File: src/rtl/simd_dup_pkg.sv
package simd_dup_pkg;

    typedef enum logic [1:0] {
        ST_IDLE     = 2'd0,
        ST_WRITE_LO = 2'd1,
        ST_WRITE_HI = 2'd2,
        ST_REPORT   = 2'd3
    } dup_state_e;

    typedef enum logic [1:0] {
        ESZ_32  = 2'b00,
        ESZ_16  = 2'b01,
        ESZ_8   = 2'b10,
        ESZ_BAD = 2'b11
    } esize_e;

    typedef struct packed {
        logic       recognised;
        logic       undef_op;
        logic       unpred_op;
        logic       quad;
        logic [4:0] dest;
        logic [3:0] src;
        esize_e     esize;
    } dup_decode_t;

    localparam logic [4:0] OPC_HI    = 5'b11101;
    localparam logic [3:0] OPC_MID   = 4'b1011;
    localparam logic [3:0] NIB_NEVER = 4'b1111;
    localparam logic [3:0] NIB_ALT   = 4'b1110;
    localparam logic [3:0] SRC_BAD   = 4'd15;

endpackage

File: src/rtl/simd_dup_decoder.sv
module simd_dup_decoder
    import simd_dup_pkg::*;
(
    input  logic [31:0] instr,
    input  logic        enable,
    output dup_decode_t dec
);
    logic body_ok;
    logic cond_form;
    logic alt_form;
    logic unused_low_bits;

    // Shared opcode bits of both layouts; bits [3:0] deliberately not examined
    assign body_ok = (instr[27:23] == OPC_HI) && !instr[20] &&
                     (instr[11:8] == OPC_MID) && !instr[6] && instr[4];
    assign cond_form = body_ok && (instr[31:28] != NIB_NEVER);
    assign alt_form  = body_ok && (instr[31:28] == NIB_ALT);
    assign unused_low_bits = ^instr[3:0];

    always_comb begin
        dec.recognised = cond_form || alt_form;
        dec.quad       = instr[21];
        dec.dest       = {instr[7], instr[19:16]};
        dec.src        = instr[15:12];
        dec.esize      = esize_e'({instr[22], instr[5]});
        dec.undef_op   = !enable || (dec.esize == ESZ_BAD) || (instr[21] && instr[16]);
        dec.unpred_op  = (instr[15:12] == SRC_BAD);
    end

endmodule

File: src/rtl/simd_dup_gpr_file.sv
module simd_dup_gpr_file #(
    parameter int DEPTH = 16,
    parameter int WIDTH = 32
) (
    input  logic                     clk,
    input  logic                     rst_n,
    input  logic                     we,
    input  logic [$clog2(DEPTH)-1:0] waddr,
    input  logic [WIDTH-1:0]         wdata,
    input  logic [$clog2(DEPTH)-1:0] raddr,
    output logic [WIDTH-1:0]         rdata
);
    logic [WIDTH-1:0] mem [DEPTH];

    always_ff @(posedge clk or negedge rst_n) begin
        if (!rst_n) begin
            for (int i = 0; i < DEPTH; i++) mem[i] <= '0;
        end else if (we) begin
            mem[waddr] <= wdata;
        end
    end

    assign rdata = mem[raddr];

endmodule

File: src/rtl/simd_dup_vreg_file.sv
module simd_dup_vreg_file #(
    parameter int DEPTH = 32,
    parameter int WIDTH = 64
) (
    input  logic                     clk,
    input  logic                     rst_n,
    input  logic                     we,
    input  logic [$clog2(DEPTH)-1:0] waddr,
    input  logic [WIDTH-1:0]         wdata,
    input  logic [$clog2(DEPTH)-1:0] raddr,
    output logic [WIDTH-1:0]         rdata
);
    logic [WIDTH-1:0] mem [DEPTH];

    always_ff @(posedge clk or negedge rst_n) begin
        if (!rst_n) begin
            for (int i = 0; i < DEPTH; i++) mem[i] <= '0;
        end else if (we) begin
            mem[waddr] <= wdata;
        end
    end

    assign rdata = mem[raddr];

endmodule

File: src/rtl/simd_dup_replicate.sv
module simd_dup_replicate
    import simd_dup_pkg::*;
#(
    parameter int SCALAR_W = 32,
    parameter int VEC_W    = 64
) (
    input  logic [SCALAR_W-1:0] scalar,
    input  esize_e              sel,
    output logic [VEC_W-1:0]    vec
);
    localparam int LANES8  = VEC_W / 8;
    localparam int LANES16 = VEC_W / 16;
    localparam int LANES32 = VEC_W / 32;

    logic [VEC_W-1:0] rep8;
    logic [VEC_W-1:0] rep16;
    logic [VEC_W-1:0] rep32;

    for (genvar l = 0; l < LANES8; l++) begin : g_lane8
        assign rep8[l*8 +: 8] = scalar[7:0];
    end
    for (genvar l = 0; l < LANES16; l++) begin : g_lane16
        assign rep16[l*16 +: 16] = scalar[15:0];
    end
    for (genvar l = 0; l < LANES32; l++) begin : g_lane32
        assign rep32[l*32 +: 32] = scalar[31:0];
    end

    always_comb begin
        unique case (sel)
            ESZ_8:   vec = rep8;
            ESZ_16:  vec = rep16;
            ESZ_32:  vec = rep32;
            default: vec = '0;
        endcase
    end

endmodule

File: src/rtl/simd_dup_unit.sv
module simd_dup_unit
    import simd_dup_pkg::*;
#(
    parameter int GPR_DEPTH  = 16,
    parameter int GPR_W      = 32,
    parameter int VREG_DEPTH = 32,
    parameter int VREG_W     = 64
) (
    input  logic                          clk,
    input  logic                          rst_n,
    input  logic                          instr_valid,
    input  logic [31:0]                   instr_word,
    input  logic                          simd_en,
    input  logic                          gpr_we,
    input  logic [$clog2(GPR_DEPTH)-1:0]  gpr_waddr,
    input  logic [GPR_W-1:0]              gpr_wdata,
    input  logic [$clog2(VREG_DEPTH)-1:0] vrd_addr,
    output logic [VREG_W-1:0]             vrd_data,
    output logic                          busy,
    output logic                          done,
    output logic                          undef_flag,
    output logic                          unpred_flag,
    output logic                          unrecog_flag,
    output logic                          vec_we,
    output logic [$clog2(VREG_DEPTH)-1:0] vec_waddr,
    output logic [VREG_W-1:0]             vec_wdata
);
    localparam int GPR_AW  = $clog2(GPR_DEPTH);
    localparam int VREG_AW = $clog2(VREG_DEPTH);

    dup_decode_t          dec;
    dup_state_e           state_q, state_d;
    logic                 accept;
    logic                 reject;
    logic [GPR_W-1:0]     scalar;
    logic [VREG_W-1:0]    pattern;
    logic                 quad_q;
    logic [VREG_AW-1:0]   dest_q;
    logic [VREG_W-1:0]    pattern_q;
    logic                 unrec_q, undef_q, unpred_q;

    simd_dup_decoder u_dec (
        .instr  (instr_word),
        .enable (simd_en),
        .dec    (dec)
    );

    simd_dup_gpr_file #(.DEPTH(GPR_DEPTH), .WIDTH(GPR_W)) u_gpr (
        .clk   (clk),
        .rst_n (rst_n),
        .we    (gpr_we),
        .waddr (gpr_waddr),
        .wdata (gpr_wdata),
        .raddr (GPR_AW'(dec.src)),
        .rdata (scalar)
    );

    simd_dup_replicate #(.SCALAR_W(GPR_W), .VEC_W(VREG_W)) u_rep (
        .scalar (scalar),
        .sel    (dec.esize),
        .vec    (pattern)
    );

    simd_dup_vreg_file #(.DEPTH(VREG_DEPTH), .WIDTH(VREG_W)) u_vrf (
        .clk   (clk),
        .rst_n (rst_n),
        .we    (vec_we),
        .waddr (vec_waddr),
        .wdata (vec_wdata),
        .raddr (vrd_addr),
        .rdata (vrd_data)
    );

    assign accept = instr_valid && !busy;
    assign reject = !dec.recognised || dec.undef_op || dec.unpred_op;

    // State register
    always_ff @(posedge clk or negedge rst_n) begin
        if (!rst_n) state_q <= ST_IDLE;
        else        state_q <= state_d;
    end

    // Next-state logic
    always_comb begin
        state_d = state_q;
        unique case (state_q)
            ST_IDLE, ST_REPORT: begin
                if (accept) state_d = reject ? ST_REPORT : ST_WRITE_LO;
                else        state_d = ST_IDLE;
            end
            ST_WRITE_LO: state_d = quad_q ? ST_WRITE_HI : ST_REPORT;
            ST_WRITE_HI: state_d = ST_REPORT;
            default:     state_d = ST_IDLE;
        endcase
    end

    // Operand capture at acceptance; status priority R12
    always_ff @(posedge clk or negedge rst_n) begin
        if (!rst_n) begin
            quad_q    <= 1'b0;
            dest_q    <= '0;
            pattern_q <= '0;
            unrec_q   <= 1'b0;
            undef_q   <= 1'b0;
            unpred_q  <= 1'b0;
        end else if (accept) begin
            quad_q    <= dec.quad;
            dest_q    <= VREG_AW'(dec.dest);
            pattern_q <= pattern;
            unrec_q   <= !dec.recognised;
            undef_q   <= dec.recognised && dec.undef_op;
            unpred_q  <= dec.recognised && !dec.undef_op && dec.unpred_op;
        end
    end

    // Outputs
    always_comb begin
        busy         = 1'b0;
        done         = 1'b0;
        vec_we       = 1'b0;
        vec_waddr    = dest_q;
        vec_wdata    = pattern_q;
        undef_flag   = 1'b0;
        unpred_flag  = 1'b0;
        unrecog_flag = 1'b0;
        unique case (state_q)
            ST_IDLE: ;
            ST_WRITE_LO: begin
                busy   = 1'b1;
                vec_we = 1'b1;
            end
            ST_WRITE_HI: begin
                busy      = 1'b1;
                vec_we    = 1'b1;
                vec_waddr = {dest_q[VREG_AW-1:1], 1'b1};
            end
            ST_REPORT: begin
                done         = 1'b1;
                undef_flag   = undef_q;
                unpred_flag  = unpred_q;
                unrecog_flag = unrec_q;
            end
            default: ;
        endcase
    end

    assert_write_only_busy_R10: assert property (@(posedge clk) disable iff (!rst_n)
        vec_we |-> busy);

    assert_no_reaccept_R10: assert property (@(posedge clk) disable iff (!rst_n)
        (state_q == ST_WRITE_LO) |=> (state_q != ST_WRITE_LO));

    assert_quad_even_start_R6: assert property (@(posedge clk) disable iff (!rst_n)
        (state_q == ST_WRITE_LO && quad_q) |-> !vec_waddr[0]);

    assert_quad_pair_R5: assert property (@(posedge clk) disable iff (!rst_n)
        (state_q == ST_WRITE_LO && quad_q) |=>
            (vec_we && vec_waddr == $past(vec_waddr) + VREG_AW'(1) && $stable(vec_wdata)));

    assert_one_status_R12: assert property (@(posedge clk) disable iff (!rst_n)
        $onehot0({undef_flag, unpred_flag, unrecog_flag}));

    assert_status_with_done_R11: assert property (@(posedge clk) disable iff (!rst_n)
        (undef_flag || unpred_flag || unrecog_flag) |-> (done && !vec_we && !busy));

    assert_finish_done_R11: assert property (@(posedge clk) disable iff (!rst_n)
        $fell(busy) |-> done);

endmodule

File: config.mk
export PLATFORM = sky130hd
export DESIGN_NAME = simd_dup_unit
export DESIGN_NICKNAME = d
export VERILOG_FILES = /design/src/rtl/simd_dup_pkg.sv /design/src/rtl/simd_dup_decoder.sv /design/src/rtl/simd_dup_gpr_file.sv /design/src/rtl/simd_dup_vreg_file.sv /design/src/rtl/simd_dup_replicate.sv /design/src/rtl/simd_dup_unit.sv
export SDC_FILE = /design/constraint.sdc
export NUM_CORES = 2
export LEC_CHECK = 0
export BUFFER_PORTS_ARGS = -buffer_cell sky130_fd_sc_hd__buf_2
export CAP_MARGIN = 20
export CORE_ASPECT_RATIO = 1.4
export CORE_MARGIN = 1.5
export CORE_UTILIZATION = 63
export CTS_CLUSTER_SIZE = 28
export DETAILED_ROUTE_END_ITERATION = 8
export PLACE_DENSITY = 0.81
export SYNTH_ARGS = -nofsm -noshare
export SYNTH_HDL_FRONTEND = slang
export SYNTH_SLANG_ARGS = --single-unit
export TNS_END_PERCENT = 10
File: constraint.sdc
create_clock -name clk -period 3.9 [get_ports clk]
set_clock_uncertainty 0.2 [all_clocks]
set_input_delay 0.78 -clock clk [delete_from_list [all_inputs] [get_ports clk]]
set_output_delay 0.78 -clock clk [all_outputs]
set_load 0.01 [all_outputs]
==> results.yml <==
global_route:
  grt_max_degree: 116
  overflow: 0
  antenna_found_initial: 9
  grt_pass1_wl_mm: 278.7
  track_usage_pct: 32.72
  grt_pass1_vias: 43520
pwr:
  p_leak_uw: 0.03683
  p_per_area_nw_per_um2: 673.1
  ir_drop_v: 0.0005359
clocking:
  cts.path.max_buffers: 3
  clkLatencyLatePin_ps: 780
  clk_pin_slew_ps: 60
  cts_max_level: 4
  numCtsBuffers: 147
  tritoncts: "yes"
  clock-root-buffer: "clkbuf_16"
  cts_sinks: 1579
logic_synthesis:
  netlist_area_um2: 71720
  syn-num-nets: 4501
  yosys-top-cells-area: "dfrtp_1 (55%), mux2_2 (25%), mux4_2 (14%)"
  yosysTopAreaCell: "dfrtp_1"
  synth_edf_count: 0
  yosysWarnings: 0
  yosysSeqAreaShare_pct: 55.09
  post_synth_num_cell_types: 41
  synth_area_per_cell_um2: 16.23
  synth_cells: 4420
  yosysTopAreaCellShare_pct: 55.09
  synth-async-reset-ratio_pct: 100.0
  yosys_most_used_dff: "dfrtp_1"
  ys_seq_elements: 1579
final_layout:
  nets: 4600
  syn_to_final_growth_pct: 11.63
  multiInputGateArea_um2: 30050
  layout-drive-gt1-share_pct: 58.55
  final_common_cell: "dfrtp_1"
  nFillCells: 7102
  register_area_um2: 39510
  fin_util_pct: 70.80
  fin_cells: 6120
  layout_common_cells: "dfrtp_1 (1579), mux2_2 (1567), mux4_2 (444)"
worst_setup_path:
  reg2reg_to: "u_vrf.mem[1778]"
  slowest_delay_ps: 540
  reg2regPathDepth: 8
  cp.buffers_inverters: 4
  ff2ff_setup_slack_ps: 530
  endpoint_kind: "primary output"
  cp_max_fo: 15
  worstPathRequired_ps: 2920
  reg2reg_from: "state_q[0]"
  slowest_stage: "mux4_2"
  critical_path.top_delay_family: "multiplexers"
  crit_type: "in -> out"
  crit_start: "vrd_addr[0]"
  worstPathCellList: "buf_8, buf_12, buf_16, mux4_2, mux4_2, mux2_2, buf_2"
  cp_common_cell: "mux4_2"
  cp-start-kind: "input pin"
  worstPathArrival_ps: 2870
hold_path:
  min_from: "instr_word[7]"
  hold_class: "in -> reg"
  min_path_cells: 2
  hold_path_end: "dest_q[4]"
sta:
  min_period_ps: 3854
  slew_viol_final: 0
  relSlewSlack_pct: 32.49
  post-route-period-util_pct: 98.83
  fin_ws_ps: 45.65
  tns_ps: 0
  worstMarginPinSlew_ps: 1005
  finalHoldViolations: 0
  rsz0062_at_grt: "false"
  maxClockFrequency_mhz: 259.4
  finalSetupViolCount: 0
floorplanning:
  start_util_pct: 63.43
  core-area_um2: 113100
  fp.dieH_um: 402.2
  io_pins: 217
  rows: 146
  die-width_um: 288.2
  dieArea_um2: 115900
placement:
  dp.cells: 5844
  gp_congestion: 0.8460
  place_ws_ps: 23.43
  io_buffers: 212
  dp_hpwl_mm: 111.6
run:
  maxCapViolCount: 0
routing:
  dr.pass1.iters: 6
  vias_per_cell: 6.621
  routedWlPerCell_um: 29.94
  ant_nets: 0
  vias: 40519
  drt_iter0_markers: 3365
  wl_mm: 183.3
  drc_errors: 0
status:
  status: "finished, final reports clean"
[what timing repair did]
item / CTS / global route
endpoints found under the hold margin: 78 / 0
hold buffers: 1 / 0
setup buffers: 0 / 5
setup endpoints to repair: 0 / 4
resized for setup: 0 / 3
[final cells by class]
cell class,instances,share of cell area (%)
timing repair buffer,430,4.535
clock buffer,225,5.490
sequential,1579,49.35
multi-input combinational,2352,37.54
antenna,3,0.009377
tap,1480,2.313
clock inverter,42,0.7205
inverter,9,0.04220
[stage by stage]
stage / cell area, um2 / hold WS (ps) / power, uW
floorplan: 71720 / 242.4 / 34300
global placement: 75010 / 257.6 / 38270
detailed placement: 75010 / 273.2 / 39150
CTS: 79990 / 8.352 / 53970
global route: 80060 / 35.17 / 56140
finish: 80060 / 46.20 / 53890
[state kept, by name, summed over array words and instances (netlist names)]
| name | flops |
|---|---|
| dest_q | 5 |
| quad_q | 1 |
| state_q | 2 |
| u_gpr.mem | 512 |
| u_vrf.mem | 1024 |
| undef_q | 1 |
| unpred_q | 1 |
| unrec_q | 1 |
| vec_wdata | 32 |
[Yosys cell counts, types with 3 or more instances]
cell,n
mux4_2,444
a22o_1,8
o221ai_1,3
mux2i_1,56
nor2b_1,7
a31oi_1,9
o22ai_1,8
a221oi_1,13
a21oi_1,17
mux2_2,1567
nor3_1,5
or4_1,3
inv_1,7
nand3b_1,7
buf_1,72
nand2_1,68
buf_4,90
o21ai_0,22
dfrtp_1,1579
and3_1,7
mux2_1,8
nor2_1,44
a221o_1,3
nand4_1,4
and2_1,9
buf_6,14
ha_1,3
nor3b_1,4
clkbuf_1,235
nand2b_1,5
a22oi_1,20
buf_2,68
nand3_1,3
[cell families after synthesis]
| group | count (synthesis) | synth area share, % |
|---|---|---|
| adders and majority gates | 3 | 0.05234 |
| and+or+nand+nor | 169 | 1.106 |
| muxes | 2075 | 39.45 |
| AOI/OAI and AO/OA | 105 | 0.9874 |
| DFF | 1579 | 55.09 |
| buffers and inverters | 489 | 3.311 |
[power by group]
group | internal [uW] | switching (uW) | total [uW] | leakage (uW)
Combinational | 7950 | 6590 | 14500 | 0.0138
Clock | 8530 | 6270 | 14800 | 0.00245
Sequential | 21600 | 2980 | 24500 | 0.0205
[metal layers]
| layer | vias up | track usage [%] | part of all wire, % |
|---|---|---|---|
| met1 | 22209 | 43.05 | 39 |
| li1 | 16587 | - | - |
| met4 | 14 | 13.02 | 4.3 |
| met3 | 427 | 5.499 | 5.7 |
| met2 | 1282 | 54.60 | 51 |
| met5 | - | 0 | 0.046 |
[worst reg2reg max path, delay by kind of cell (launching register included)]
family	cells	cell delay [ps]
adders and majority gates	1	220
and+or+nand+nor	3	1440
buffers and inverters	3	640
DFF	1	370
muxes	1	370
[worst max path at each step]
stage	end	depth (start not counted)
final	vrd_data[38]	7
after global routing	vrd_data[6]	7
after global placement	vrd_data[59]	7
after CTS	vrd_data[23]	7
after detailed placement	vrd_data[23]	7
after floorplan	vrd_data[37]	7
Note: power is estimated with default switching activity, not from simulation.
